[src/rtl/regtag_pkg.sv]
package regtag_pkg;
  typedef enum logic [2:0] {
    CLS_NOP    = 3'd0,
    CLS_LD_FP  = 3'd1,
    CLS_LD_INT = 3'd2,
    CLS_OP_INT = 3'd3,
    CLS_OP_FP  = 3'd4,
    CLS_OP_SHR = 3'd5,
    CLS_ENTER  = 3'd6,
    CLS_EXIT   = 3'd7
  } instr_cls_e;

  typedef struct packed {
    logic steer;     // dispatched to a functional unit
    logic fixed_fp;  // unit fixed to fp when not shared
    logic shared;    // unit chosen by source tag
    logic wr;        // writes destination tag
    logic wr_val;    // constant tag value when not shared
    logic needs_tag; // outcome depends on tag state
    logic save;
    logic exit;
  } dec_ctl_t;
endpackage

[src/rtl/regtag_decode.sv]
module regtag_decode
  import regtag_pkg::*;
(
  input  logic [2:0] cls_i,
  output dec_ctl_t   ctl_o
);
  always_comb begin
    ctl_o = '0;
    unique case (instr_cls_e'(cls_i))
      CLS_LD_FP:  begin ctl_o.wr = 1'b1; ctl_o.wr_val = 1'b1; end
      CLS_LD_INT: begin ctl_o.wr = 1'b1; ctl_o.wr_val = 1'b0; end
      CLS_OP_INT: begin ctl_o.steer = 1'b1; ctl_o.wr = 1'b1; end
      CLS_OP_FP:  begin
        ctl_o.steer = 1'b1; ctl_o.fixed_fp = 1'b1;
        ctl_o.wr = 1'b1; ctl_o.wr_val = 1'b1;
      end
      CLS_OP_SHR: begin
        ctl_o.steer = 1'b1; ctl_o.shared = 1'b1;
        ctl_o.wr = 1'b1; ctl_o.needs_tag = 1'b1;
      end
      CLS_ENTER:  begin ctl_o.save = 1'b1; ctl_o.needs_tag = 1'b1; end
      CLS_EXIT:   begin ctl_o.exit = 1'b1; ctl_o.needs_tag = 1'b1; end
      default:    ctl_o = '0;
    endcase
  end
endmodule

[src/rtl/regtag_restore.sv]
module regtag_restore (
  input  logic clk_i,
  input  logic rst_ni,
  input  logic exit_acc_i,
  input  logic rest_valid_i,
  output logic pend_o,
  output logic apply_o
);
  logic pend_q;

  assign pend_o  = pend_q;
  assign apply_o = pend_q & rest_valid_i;

  always_ff @(posedge clk_i or negedge rst_ni) begin
    if (!rst_ni)         pend_q <= 1'b0;
    else if (exit_acc_i) pend_q <= 1'b1;
    else if (apply_o)    pend_q <= 1'b0;
  end
endmodule

[src/rtl/regtag_file.sv]
module regtag_file #(
  parameter int NUM_REGS = 32,
  localparam int IDX_W   = $clog2(NUM_REGS)
) (
  input  logic                clk_i,
  input  logic                rst_ni,
  input  logic                wr_en_i,
  input  logic [IDX_W-1:0]    wr_idx_i,
  input  logic                wr_val_i,
  input  logic                pend_i,
  input  logic                apply_i,
  input  logic                clr_dirty_i,
  input  logic [NUM_REGS-1:0] rest_data_i,
  output logic [NUM_REGS-1:0] view_o
);
  logic [NUM_REGS-1:0] tags_q, dirty_q, eff, wr_mask;
  logic                wr_v_q, wr_val_q;
  logic [IDX_W-1:0]    wr_idx_q;

  // pending write forwarded into the read view
  always_comb begin
    eff = tags_q;
    if (wr_v_q) eff[wr_idx_q] = wr_val_q;
  end

  // bits written after exit win over the restore word
  assign view_o  = apply_i ? ((rest_data_i & ~dirty_q) | (eff & dirty_q)) : eff;
  assign wr_mask = {{(NUM_REGS-1){1'b0}}, 1'b1} << wr_idx_i;

  always_ff @(posedge clk_i or negedge rst_ni) begin
    if (!rst_ni) begin
      tags_q   <= '0;
      dirty_q  <= '0;
      wr_v_q   <= 1'b0;
      wr_idx_q <= '0;
      wr_val_q <= 1'b0;
    end else begin
      tags_q   <= view_o;
      wr_v_q   <= wr_en_i;
      wr_idx_q <= wr_idx_i;
      wr_val_q <= wr_val_i;
      if (clr_dirty_i || apply_i)  dirty_q <= '0;
      else if (wr_en_i && pend_i)  dirty_q <= dirty_q | wr_mask;
    end
  end
endmodule

[src/rtl/regtag_steer.sv]
module regtag_steer
  import regtag_pkg::*;
#(
  parameter int NUM_REGS = 32,
  localparam int IDX_W   = $clog2(NUM_REGS)
) (
  input  logic                clk_i,
  input  logic                rst_ni,
  input  logic                dec_valid_i,
  input  logic [2:0]          dec_class_i,
  input  logic [IDX_W-1:0]    dec_src_i,
  input  logic [IDX_W-1:0]    dec_dst_i,
  input  logic                rest_valid_i,
  input  logic [NUM_REGS-1:0] rest_data_i,
  output logic                stall_o,
  output logic                steer_valid_o,
  output logic                to_fpu_o,
  output logic                to_int_o,
  output logic                save_valid_o,
  output logic [NUM_REGS-1:0] save_data_o
);
  dec_ctl_t            ctl;
  logic                pend, apply, acc, src_tag, use_fp, wr_val;
  logic [NUM_REGS-1:0] view;
  logic                stv_q, fp_q, int_q, sv_q;
  logic [NUM_REGS-1:0] sd_q;

  regtag_decode u_dec (.cls_i(dec_class_i), .ctl_o(ctl));

  regtag_restore u_rst (
    .clk_i, .rst_ni,
    .exit_acc_i  (acc & ctl.exit),
    .rest_valid_i,
    .pend_o      (pend),
    .apply_o     (apply)
  );

  regtag_file #(.NUM_REGS(NUM_REGS)) u_file (
    .clk_i, .rst_ni,
    .wr_en_i     (acc & ctl.wr),
    .wr_idx_i    (dec_dst_i),
    .wr_val_i    (wr_val),
    .pend_i      (pend),
    .apply_i     (apply),
    .clr_dirty_i (acc & ctl.exit),
    .rest_data_i,
    .view_o      (view)
  );

  assign stall_o = dec_valid_i & ctl.needs_tag & pend & ~rest_valid_i;
  assign acc     = dec_valid_i & ~stall_o;
  assign src_tag = view[dec_src_i];
  assign use_fp  = ctl.shared ? src_tag : ctl.fixed_fp;
  assign wr_val  = ctl.shared ? src_tag : ctl.wr_val;

  always_ff @(posedge clk_i or negedge rst_ni) begin
    if (!rst_ni) begin
      stv_q <= 1'b0;
      fp_q  <= 1'b0;
      int_q <= 1'b0;
      sv_q  <= 1'b0;
      sd_q  <= '0;
    end else begin
      stv_q <= acc & ctl.steer;
      fp_q  <= acc & ctl.steer & use_fp;
      int_q <= acc & ctl.steer & ~use_fp;
      sv_q  <= acc & ctl.save;
      if (acc && ctl.save) sd_q <= view;
    end
  end

  assign steer_valid_o = stv_q;
  assign to_fpu_o      = fp_q;
  assign to_int_o      = int_q;
  assign save_valid_o  = sv_q;
  assign save_data_o   = sd_q;
endmodule

[config.mk]
export PLATFORM = sky130hd
export DESIGN_NAME = regtag_steer
export DESIGN_NICKNAME = d
export VERILOG_FILES = /design/src/rtl/regtag_pkg.sv /design/src/rtl/regtag_decode.sv /design/src/rtl/regtag_restore.sv /design/src/rtl/regtag_file.sv /design/src/rtl/regtag_steer.sv
export SDC_FILE = /design/constraint.sdc
export NUM_CORES = 1
export LEC_CHECK = 0
export CAP_MARGIN = 20
export CORE_MARGIN = 8
export CORE_UTILIZATION = 23
export DETAILED_ROUTE_END_ITERATION = 7
export PLACE_DENSITY_LB_ADDON = 0.25
export SLEW_MARGIN = 10
export SYNTH_ARGS = -nofsm -noshare
export SYNTH_HDL_FRONTEND = slang
export SYNTH_HIERARCHICAL = 1
export SYNTH_SLANG_ARGS = --single-unit
[constraint.sdc]
create_clock -name clk_i -period 2.5 [get_ports clk_i]
set_input_delay 0.25 -clock clk_i [delete_from_list [all_inputs] [get_ports clk_i]]
set_output_delay 0.25 -clock clk_i [all_outputs]
set_load 0.05 [all_outputs]
==> results.md <==
* Synth warn at 6
* Worst Path Buf+Inv at 1
* Critical path, cell by cell: or3b_1 -> buf_6 -> o21ai_2 -> a31oi_2 -> mux4_2 -> mux2i_2 -> o221ai_2 -> nand4_1 -> o21ai_0
* Internal cell power at 3.98 mW
* Clk pin slew, worst setup/hold paths at 0.07 ns
* P&R area growth vs syn at 38.1%
* GPL Wtd Cong at 0.847
* Outcome: finished, final reports clean
* Worst-skew pair later-pin latency at 0.37 ns
* CTS Buffer Depth at 2
* Worst min-delay path category: reg -> reg
* Most common cell in the netlist: dfrtp_1
* Starting density of the core at 23.2%
* Nets at 683
* Multi-input logic area at 0.00237 sq mm
* Post-DRT Antenna Nets at 0
* Via/cell ratio at 4.74
* First drt pass iteration count at 4
* Core area at 0.0225 sq mm
* CTS tree: built
* Critical path's top delay family: multiplexers
* Root buf cell: clkbuf_16
* Via count at 4,384
* Post-synthesis register bit count at 108
* Min Tclk post-route at 2.41 ns
* Port Buf Inserts at 85
* Synth Instances at 491
* Final hold vios at 0
* Share of cells above drive strength 1 at 23.3%
* Final Max Slew Viols at 0
* Unique masters post-synth at 54
* Layout fillers at 2,301
* IO Pins at 86
* Fin crit share at 96.3%
* Register area share after synthesis at 51.7%
* CP max FO at 8
* Critical path required time at 2.74 ns
* H-Tree Depth at 3
* Die H at 167 um
* Power Density at 860 mW/mm^2
* Top cells by count, synth: dfrtp_1 (108), nor2_1 (66), a31oi_1 (50)
* Final clock skew at 0.0111 ns
* Max Freq at 0.416 GHz
* # rows at 55
* Design Area, Final at 0.00722 sq mm
* Final Core Density at 32.1%
* Post-synthesis async set-or-reset flop share at 100%
* Worst path max stage delay at 0.49 ns
* CP startpoint kind: register
* Switching fraction of total power at 36.0%
* Residual DRC at 0
* First-iteration detailed-routing DRC count at 214
* Share of Yosys cell area claimed by the top area cell type at 51.7%
* CTS Buf Count at 9
* Clk sinks at 108
* Initial antenna violation count at 1
* Maximum VDD drop at 332 uV
* Ys flop type: dfrtp_1
* Sequential Area at 0.00271 sq mm
* Largest net degree at the start of global routing at 109
* Non-Filler Instances at 924
* Leakage at 2.96 nW
* Post-synth EDFFs at 0
* Worst endpoint data arrival time at 2.64 ns
* Critical path class: reg -> reg
* Area after DPL at 0.00682 sq mm
* Worst relative slew slack at 56.7%
* Post-Syn Area at 0.00523 sq mm
* Vias in the first global route at 4,499
* Design Power at 6.21 mW
* Placed cell count at 902
* Hold_ws at 0.495 ns
* GRT Util Overall at 12.1%
* Clk pwr share at 24.2%
* Avg Cell Area, Syn at 10.6 sq um
* GRT overflow at 0
* WL/cell at 18.0 um
* Sequential group share of total power at 37.2%
* Area contributors post-synth: dfrtp_1 (52%), mux2_2 (6.9%), a31oi_1 (6.0%)
* Leading area contributor after synthesis: dfrtp_1
* Max Cap Viol at 0
* Global-route wire length before repair at 25.9 mm
* Total wire length at 16.6 mm
* Combinational Power Share at 38.6%
* Slowest cell on the critical path: mux4_2
* Switching Power at 2.24 mW
* Die X at 167 um
* Synthesized netlist net count at 540
* HPWL Detailed at 12.7 mm
* Total die area at 0.0278 sq mm
* Final setup viols at 0
* Worst slew pin tran at 0.648 ns
* Antenna Cells at 0
* Crit end category: register
==> worst register-to-register path, cell delays in order, from the launching register on <==
cell,delay (ns)
dfrtp_1,0.43
or3b_1,0.38
buf_6,0.16
o21ai_2,0.15
a31oi_2,0.11
mux4_2,0.49
mux2i_2,0.20
o221ai_2,0.11
nand4_1,0.14
o21ai_0,0.11
==> what timing repair did <==
item,CTS,global route
hold buffers,1,0
endpoints found under the hold margin,31,0
setup endpoints to repair,1,3
resized for setup,1,18
setup buffers,0,5
pin swaps,0,4
==> cells in the final DEF (no fill, tap or decap), types with 3 or more instances in the layout <==
| master | n |
|---|---|
| and4b_4 | 3 |
| nand2_1 | 37 |
| nand3b_1 | 6 |
| nand2b_1 | 25 |
| a31oi_1 | 48 |
| a22o_1 | 8 |
| mux2i_1 | 7 |
| o21ai_0 | 18 |
| or2b_1 | 11 |
| dfrtp_1 | 105 |
| or3b_1 | 3 |
| mux2_2 | 32 |
| and2_1 | 7 |
| dfrtp_2 | 3 |
| buf_4 | 71 |
| o21ai_1 | 14 |
| mux4_2 | 3 |
| nor2b_1 | 5 |
| nor2_1 | 65 |
| clkbuf_16 | 9 |
| buf_12 | 3 |
| and3_1 | 5 |
| clkdlybuf4s50_1 | 83 |
| inv_1 | 7 |
| a41oi_1 | 6 |
| nor3_1 | 4 |
==> final cells by class <==
| class | count | share of cell area, % |
|---|---|---|
| Inverter | 7 | 0.364 |
| Multi-Input combinational cell | 349 | 32.9 |
| Clock inverter | 4 | 0.763 |
| Tap cell | 285 | 4.94 |
| Timing Repair Buffer | 159 | 20.0 |
| Clock buffer | 12 | 3.55 |
| Sequential cell | 108 | 37.5 |
==> per-stage QoR <==
stage                     setup slack, ns  setup TNS [ns]
after detailed placement           -0.342          -0.971
final                              0.0936               0
after global routing             -0.00631        -0.00631
after global placement             -0.267          -0.766
after floorplan                     0.123               0
after CTS                         0.00117               0
==> sequential cells by signal (all words and copies together) (netlist names) <==
signal,cells
save_valid_o,1
u_file/dirty_q,32
u_rst/pend_o,1
save_data_o,32
u_file/wr_val_q,1
u_file/tags_q,32
u_file/wr_v_q,1
steer_valid_o,1
to_int_o,1
u_file/wr_idx_q,5
to_fpu_o,1
==> kinds of logic after synthesis <==
logic type | synth area share (%)
flops | 51.7
compound gates | 13.3
xor+xnor | 0.168
buf+inv | 3.52
simple gates | 20.5
mux | 10.8
==> path summary, 6_finish.rpt <==
kind,from,end,slack (ns),cells after the start
setup / recovery,u_file/wr_idx_q[1],u_file/wr_val_q,0.09,9
min in group asynchronous,rst_ni,save_data_o[30],0.50,3
hold reg to reg,u_file/dirty_q[0],u_file/dirty_q[0],0.49,2
hold / removal,u_file/dirty_q[0],u_file/dirty_q[0],0.49,2
setup reg to reg,u_file/wr_idx_q[1],u_file/wr_val_q,0.09,9
max in group asynchronous,rst_ni,save_data_o[0],1.53,3
==> metal layers <==
layer / global-route usage, % / up-vias / wire length (um)
met5: 0 / - / 13
met4: 4.54 / 2 / 360
met3: 4.00 / 27 / 1190
met2: 18.8 / 144 / 7430
met1: 15.4 / 2160 / 7640
li1: - / 2051 / -
==> power by group through the flow <==
stage          logic, mW  registers [mW]  clock network [mW]
2_1_floorplan      0.595            3.08                   0
3_3_place_gp        2.37            2.34                   0
3_5_place_dp        2.39            2.34                   0
4_1_cts             2.40            2.32                1.55
5_1_grt             2.53            2.36                1.61
6_report            2.40            2.31                1.50
Power figures use the tool's default switching activity.
